## src/rtl/port_wake_pkg.sv

```systemverilog
`timescale 1ns/1ps
package port_wake_pkg;

  typedef enum logic [1:0] {
    PH_IDLE = 2'd0,
    PH_KDRV = 2'd1,
    PH_EOP  = 2'd2
  } wake_phase_e;

  localparam logic [1:0] LINE_SE0 = 2'b00;
  localparam logic [1:0] LINE_J   = 2'b01;
  localparam logic [1:0] LINE_K   = 2'b10;

  // width needed for a down-counter that loads the larger of two periods
  function automatic int unsigned tick_width(int unsigned a, int unsigned b);
    int unsigned m;
    m = (a > b) ? a : b;
    return (m <= 2) ? 1 : $clog2(m);
  endfunction

  function automatic logic is_wake_edge(logic [1:0] prev_st, logic [1:0] cur_st);
    return (prev_st == LINE_J) && (cur_st == LINE_K);
  endfunction

endpackage

```

## src/rtl/pw_line_edge.sv

```systemverilog
`timescale 1ns/1ps
module pw_line_edge
  import port_wake_pkg::*;
(
  input  logic       clk,
  input  logic       rst_n,
  input  logic [1:0] line_st,
  output logic       jk_seen
);

  logic [1:0] prev_q;

  always_ff @(posedge clk or negedge rst_n) begin
    if (!rst_n) prev_q <= LINE_SE0;
    else        prev_q <= line_st;
  end

  assign jk_seen = is_wake_edge(prev_q, line_st);

endmodule

```

## src/rtl/pw_phase_timer.sv

```systemverilog
`timescale 1ns/1ps
module pw_phase_timer
  import port_wake_pkg::*;
#(
  parameter int unsigned RESUME_TICKS = 1200000,
  parameter int unsigned EOP_TICKS    = 80
) (
  input  logic        clk,
  input  logic        rst_n,
  input  logic        start,
  input  logic        abort,
  output wake_phase_e phase,
  output logic        k_last,
  output logic        eop_last
);

  localparam int unsigned CW = tick_width(RESUME_TICKS, EOP_TICKS);
  localparam logic [CW-1:0] K_LOAD   = CW'(RESUME_TICKS - 1);
  localparam logic [CW-1:0] EOP_LOAD = CW'(EOP_TICKS - 1);

  wake_phase_e   phase_q;
  logic [CW-1:0] cnt_q;
  logic          cnt_zero;

  assign cnt_zero = (cnt_q == '0);

  always_ff @(posedge clk or negedge rst_n) begin
    if (!rst_n) begin
      phase_q <= PH_IDLE;
      cnt_q   <= '0;
    end else if (abort) begin
      phase_q <= PH_IDLE;
      cnt_q   <= '0;
    end else begin
      unique case (phase_q)
        PH_IDLE: if (start) begin
          phase_q <= PH_KDRV;
          cnt_q   <= K_LOAD;
        end
        PH_KDRV: if (cnt_zero) begin
          phase_q <= PH_EOP;
          cnt_q   <= EOP_LOAD;
        end else begin
          cnt_q <= cnt_q - 1'b1;
        end
        PH_EOP: if (cnt_zero) begin
          phase_q <= PH_IDLE;
        end else begin
          cnt_q <= cnt_q - 1'b1;
        end
        default: begin
          phase_q <= PH_IDLE;
          cnt_q   <= '0;
        end
      endcase
    end
  end

  assign phase    = phase_q;
  assign k_last   = (phase_q == PH_KDRV) && cnt_zero;
  assign eop_last = (phase_q == PH_EOP) && cnt_zero;

endmodule

```

## src/rtl/pw_change_flag.sv

```systemverilog
`timescale 1ns/1ps
module pw_change_flag (
  input  logic clk,
  input  logic rst_n,
  input  logic set_evt,
  input  logic clr_evt,
  output logic flag
);

  logic flag_q;

  // a set in the same cycle as a clear wins, so no wake is lost
  always_ff @(posedge clk or negedge rst_n) begin
    if (!rst_n)       flag_q <= 1'b0;
    else if (set_evt) flag_q <= 1'b1;
    else if (clr_evt) flag_q <= 1'b0;
  end

  assign flag = flag_q;

endmodule

```

## src/rtl/port_wake_ctrl.sv

```systemverilog
`timescale 1ns/1ps
module port_wake_ctrl
  import port_wake_pkg::*;
#(
  parameter int unsigned RESUME_TICKS = 1200000,
  parameter int unsigned EOP_TICKS    = 80
) (
  input  logic       clk,
  input  logic       rst_n,
  input  logic       port_pwr,
  input  logic       port_susp,
  input  logic [1:0] line_st,
  input  logic       wr_en,
  input  logic       wr_resume,
  input  logic       wr_chg_clr,
  output logic       resume_req,
  output logic       k_drive,
  output logic       eop_drive,
  output logic       k_final,
  output logic       idle_enter,
  output logic       chg_flag
);

  wake_phase_e phase;
  logic        jk_seen;
  logic        k_last;
  logic        eop_last;
  logic        armed;
  logic        wake_evt;
  logic        sw_start;
  logic        chg_clr;

  pw_line_edge u_edge (
    .clk     (clk),
    .rst_n   (rst_n),
    .line_st (line_st),
    .jk_seen (jk_seen)
  );

  // a new sequence may begin only from idle on a powered, suspended port
  assign armed    = port_pwr && port_susp && (phase == PH_IDLE);
  assign wake_evt = armed && jk_seen;
  assign sw_start = armed && wr_en && wr_resume;
  assign chg_clr  = wr_en && wr_chg_clr;

  pw_phase_timer #(
    .RESUME_TICKS (RESUME_TICKS),
    .EOP_TICKS    (EOP_TICKS)
  ) u_timer (
    .clk      (clk),
    .rst_n    (rst_n),
    .start    (wake_evt || sw_start),
    .abort    (!port_pwr),
    .phase    (phase),
    .k_last   (k_last),
    .eop_last (eop_last)
  );

  pw_change_flag u_chg (
    .clk     (clk),
    .rst_n   (rst_n),
    .set_evt (wake_evt),
    .clr_evt (chg_clr),
    .flag    (chg_flag)
  );

  assign resume_req = port_pwr && (phase != PH_IDLE);
  assign k_drive    = port_pwr && (phase == PH_KDRV);
  assign eop_drive  = port_pwr && (phase == PH_EOP);
  assign k_final    = port_pwr && k_last;
  assign idle_enter = port_pwr && eop_last;

endmodule

```

## config.mk

```make
export PLATFORM = sky130hd
export DESIGN_NAME = port_wake_ctrl
export DESIGN_NICKNAME = d
export VERILOG_FILES = /design/src/rtl/port_wake_pkg.sv /design/src/rtl/pw_line_edge.sv /design/src/rtl/pw_phase_timer.sv /design/src/rtl/pw_change_flag.sv /design/src/rtl/port_wake_ctrl.sv
export SDC_FILE = /design/constraint.sdc
export NUM_CORES = 1
export LEC_CHECK = 0
export BUFFER_PORTS_ARGS = -buffer_cell sky130_fd_sc_hd__buf_4
export CAP_MARGIN = 40
export CORE_AREA = 2 2 82 68
export CTS_CLUSTER_SIZE = 14
export DETAILED_ROUTE_END_ITERATION = 16
export DIE_AREA = 0 0 84 70
export GPL_TIMING_DRIVEN = 1
export SKIP_CTS_REPAIR_TIMING = 1
export SYNTH_ARGS = -nofsm -noshare
export SYNTH_HDL_FRONTEND = slang
export SYNTH_SLANG_ARGS = --single-unit
```

## constraint.sdc

```tcl
create_clock -name clk -period 4.85 [get_ports clk]
set_clock_uncertainty 0.2 [all_clocks]
set_input_delay 0.97 -clock clk [delete_from_list [all_inputs] [get_ports clk]]
set_output_delay 0.97 -clock clk [all_outputs]
set_load 0.02 [all_outputs]
```

# Word-level counts from Yosys, hierarchy flattened
# Index checks and enable logic that the tools add are counted.
# W data, S select, Z words.
# totals
reg_bits,26
input_bits,9
output_inout_bits,6
# classes
mux,12
eq_ne,8
addsub,1
n_reduce_logical,21
# ops
op,count
$mux W21,4
$pmux W21 S3,1
$logic_not A21 Y1,1
$sub A21 B1 Y21 const B,1
$logic_and A1 B1 Y1,14
$ne A3 B2 Y1 const B,3
$mux W2,4
$pmux W2 S3,1
$eq A2 B1 Y1 const B,2
$eq A2 B2 Y1 const B,2
$reduce_bool A2 Y1,2
$ne A3 B3 Y1 const B,1
$reduce_and A3 Y1,1
$logic_not A2 Y1,1
$mux W1,2
$reduce_and A2 Y1,1
$logic_or A1 B1 Y1,1

# Longest topological paths before layout
# depth
ltp_word,8
ltp_mapped,8
mapped_depth_nobuf,7

# Cells and area by module
# Synthesis repeated with hierarchy kept, for this count alone.
# hier_totals
cells_unflattened,186
area_unflattened_um2,1611.5
# modules_own_cells
module,cells_per_inst,n_inst,area_each_um2,seq_area_each_um2
pw_phase_timer,168,1,1436.4,575.6
port_wake_ctrl,12,1,76.3,0.0
pw_line_edge,3,1,62.6,50.0
pw_change_flag,3,1,36.3,25.0

# Worst setup path before layout
# Ideal clock, no wire load.
# synth_path
path_type,flip-flop to output port
start,register u_timer.cnt_q[8]
end,output idle_enter
stages_incl_launch_ff,6
required_ns,3.680
t_arrival_ns,1.859
slack_ns,1.821
n_path_buf,1
cell_sequence,dfrtp_1 > or4_1 > buf_2 > nor2_1 > nand3_1 > nor2_1
# synth_via
elab_chain_len,3
# synth_lines
element,line_no,source
from (decl),pw_phase_timer.sv:22,logic [CW-1:0] cnt_q;
from (signal assigned),pw_phase_timer.sv:44,cnt_q <= cnt_q - 1'b1;
from (signal assigned),pw_phase_timer.sv:49,cnt_q <= cnt_q - 1'b1;
$logic_not A21 Y1,pw_phase_timer.sv:25,assign cnt_zero = (cnt_q == '0);
$logic_and A1 B1 Y1,pw_phase_timer.sv:61,assign eop_last = (phase_q == PH_EOP) && cnt_zero;
$logic_and A1 B1 Y1,port_wake_ctrl.sv:71,assign idle_enter = port_pwr && eop_last;
to (decl),port_wake_ctrl.sv:20,"output logic idle_enter,"
# No other way between the ends.

# Worst setup path in the final report
# layout_path
start,register u_timer.cnt_q[0]
end,output idle_enter
# The elaborated chain is that of the path after synthesis.

==> results.py <==
metrics = {
    "min_path": {
        "hold_depth": 2,
        "hold_class": "reg2reg",
    },
    "setup_path": {
        "path_cells": "inv_1 -> ha_1 -> or3b_2 -> nor3_1 -> nand3_1 -> nor2_1 -> buf_4",
        "cp-startpoint": "u_timer.cnt_q[0]$_DFFE_PN0P_",
        "r2r-end": "u_timer.cnt_q[10]$_DFFE_PN0P_",
        "slowest_stage": "or3b_2",
        "critPathRequiredTime_ns": 3.68,
        "path_max_fanout": 5,
        "worst_setup_path_end_kind": "primary output",
        "crit_arrival_ns": 2.46,
        "ff2ff_setup_slack_ns": 1.75,
        "reg2reg_depth": 7,
        "r2r_start": "u_timer.cnt_q[0]$_DFFE_PN0P_",
        "crit_type": "reg2out",
        "cpPeakStageDelay_ns": 0.50,
        "worstSetupStartpointType": "flop",
        "critPathCapture": "idle_enter",
    },
    "die": {
        "die_y_um": 70,
        "initial_core_util": 0.333,
        "fp-row-count": 24,
        "core_mm2": 0.00519,
        "pin_count": 15,
        "die_w_um": 84,
        "fp.dieArea_mm2": 0.00588,
    },
    "detailed_routing": {
        "vias": 1675,
        "vias_per_cell": 6.07,
        "ant_nets": 0,
        "post_drt_wl_per_cell_um": 17.4,
        "initialDrtViolationCount": 103,
        "dr.pass1.iters": 4,
        "drc_errors": 0,
        "drt_wl_total_um": 4810,
    },
    "place": {
        "gp_congestion": 0.924,
        "dpl.cell_count": 273,
        "port-buffer-count": 14,
        "place_ws_ns": 1.63,
        "dpl.hpwl_um": 3470,
        "dpl_cell_area_mm2": 0.00188,
    },
    "sta": {
        "slew_violations": 0,
        "rsz0062_at_grt": "no",
        "fmax_mhz": 276,
        "finalCritPeriodShare": 0.748,
        "max_slew.worst_pin.slew_ns": 0.797,
        "whs_ns": 0.297,
        "final-hold-violation-count": 0,
        "finalCriticalPeriod_ns": 3.63,
        "layout_setup_ws_ns": 1.22,
        "setup_viol": 0,
        "maxSlewHeadroom": 0.461,
        "timing.setup.tns_ns": 0,
    },
    "cells_and_area": {
        "fin_cells": 276,
        "n_fill_cell": 531,
        "final_cell_mix": "dfrtp_1, nand3_1, nand2_1, buf_4, inv_1",
        "final_area_mm2": 0.00192,
        "final_nets": 224,
        "layout-drive-gt1-share": 0.114,
        "final_common_cell": "dfrtp_1",
        "area_growth_pct": 11.0,
        "diodes": 0,
    },
    "cts": {
        "cts.htree.levels": 1,
        "clk_latency_ns": 0.28,
        "clockRootBuffer": "clkbuf_8",
        "clkSinkCount": 26,
        "tritoncts": "done",
        "path_clk_slew_ns": 0.08,
        "numCtsBuffers": 3,
        "clk_path_buf_depth": 2,
    },
    "power_and_ir_drop": {
        "ir_drop_uv": 109,
        "power.leakage_nw": 0.779,
        "p_per_area_mw_per_mm2": 275,
    },
    "run": {
        "maxCapViolCount": 0,
    },
    "synth": {
        "async_reset_ff_frac": 1.00,
        "netlist_area_mm2": 0.00173,
        "ys.flop_type": "dfrtp_1",
        "syn_nets": 215,
        "yosysSeqAreaShare": 0.376,
        "ys_types": 50,
        "yosysWarnings": 0,
        "synth_edf_count": 0,
        "synth_seq_cells": 26,
        "syn_inst": 204,
        "syn_area_per_cell_um2": 8.49,
    },
    "global_route": {
        "grt_pass1_vias": 1563,
        "antenna_found_initial": 0,
        "overflow": 0,
        "track_usage": 0.171,
        "grt_pass1_wl_um": 8040,
        "grt_max_degree": 27,
    },
    "run_status": {
        "status": "finished, final reports clean",
    },
}
## synthesized netlist by cell type (all sizes together), types with 3 or more instances
cell / count / area, µm²
or3: 5 / 31.3
o221ai: 6 / 52.6
nand3: 17 / 85.1
nor2b: 4 / 25.0
nand2: 15 / 56.3
dfrtp: 26 / 651
o21a: 3 / 22.5
o21ai: 10 / 50.1
o22ai: 3 / 18.8
o211ai: 4 / 30.0
o31ai: 5 / 37.5
nor4: 8 / 56.3
a21oi: 7 / 35.0
clkbuf: 8 / 30.0
nor3: 10 / 50.1
nand4: 3 / 18.8
buf: 3 / 15.0
o31a: 3 / 26.3
a22oi: 4 / 30.0
inv: 12 / 45.0
or4: 7 / 56.3
o2bb2ai: 4 / 35.0
nor2: 8 / 30.0
a31oi: 3 / 18.8
## layer usage
metal | up-vias | wire [µm] | GRT usage
li1 | 808 | - | -
met1 | 805 | 2280 | 0.239
met2 | 57 | 2240 | 0.276
met3 | 5 | 249 | 0.0319
met4 | 0 | 46 | 0.0412
met5 | - | 0 | 0
## cells by family after synthesis
logic type | count (synthesis) | synth area share
simple gates | 85 | 0.269
compound gates | 66 | 0.281
flops | 26 | 0.376
fa+ha+maj | 3 | 0.0202
buf+inv | 24 | 0.0542
## worst min path at each step
stage | from | end
after floorplan | u_timer.cnt_q[19]$_DFFE_PN0P_ | u_timer.cnt_q[19]$_DFFE_PN0P_
after global placement | u_chg.flag$_DFFE_PN0P_ | u_chg.flag$_DFFE_PN0P_
after detailed placement | u_chg.flag$_DFFE_PN0P_ | u_chg.flag$_DFFE_PN0P_
after global routing | u_chg.flag$_DFFE_PN0P_ | u_chg.flag$_DFFE_PN0P_
final | u_chg.flag$_DFFE_PN0P_ | u_chg.flag$_DFFE_PN0P_
after CTS | u_chg.flag$_DFFE_PN0P_ | u_chg.flag$_DFFE_PN0P_
## report_power, final
group | internal, mW | switching [mW]
registers | 0.235 | 0.0237
clock network | 0.0559 | 0.0697
logic | 0.0507 | 0.0940
## state kept, by name (all words and copies together), names as in the netlist
signal         cells
u_timer.phase      2
u_chg.flag         1
u_edge.prev_q      2
u_timer.cnt_q     21
## critical path, delay by kind of cell, from the launching register on
kind / cells / cell delay [ns]
buffers and inverters: 2 / 0.26
adder cells (fa/ha/maj): 1 / 0.17
flip-flops: 1 / 0.42
AND/OR/NAND/NOR: 4 / 1.33
## final cells by class
cell class	count	area (µm²)	share of cell area
Timing Repair Buffer	15	113	0.0586
Multi-Input combinational cell	154	987	0.514
Clock buffer	3	41.3	0.0215
Tap cell	65	81.3	0.0423
Sequential cell	26	651	0.339
Inverter	13	48.8	0.0254
## through the flow
| step | utilization | power, mW |
|---|---|---|
| global route | 0.370 | 0.561 |
| CTS | 0.370 | 0.531 |
| floorplan | - | 0.359 |
| detailed placement | 0.362 | 0.404 |
| finish | 0.370 | 0.529 |
| global placement | 0.362 | 0.404 |
No activity file was read; power rests on OpenSTA's default activity.
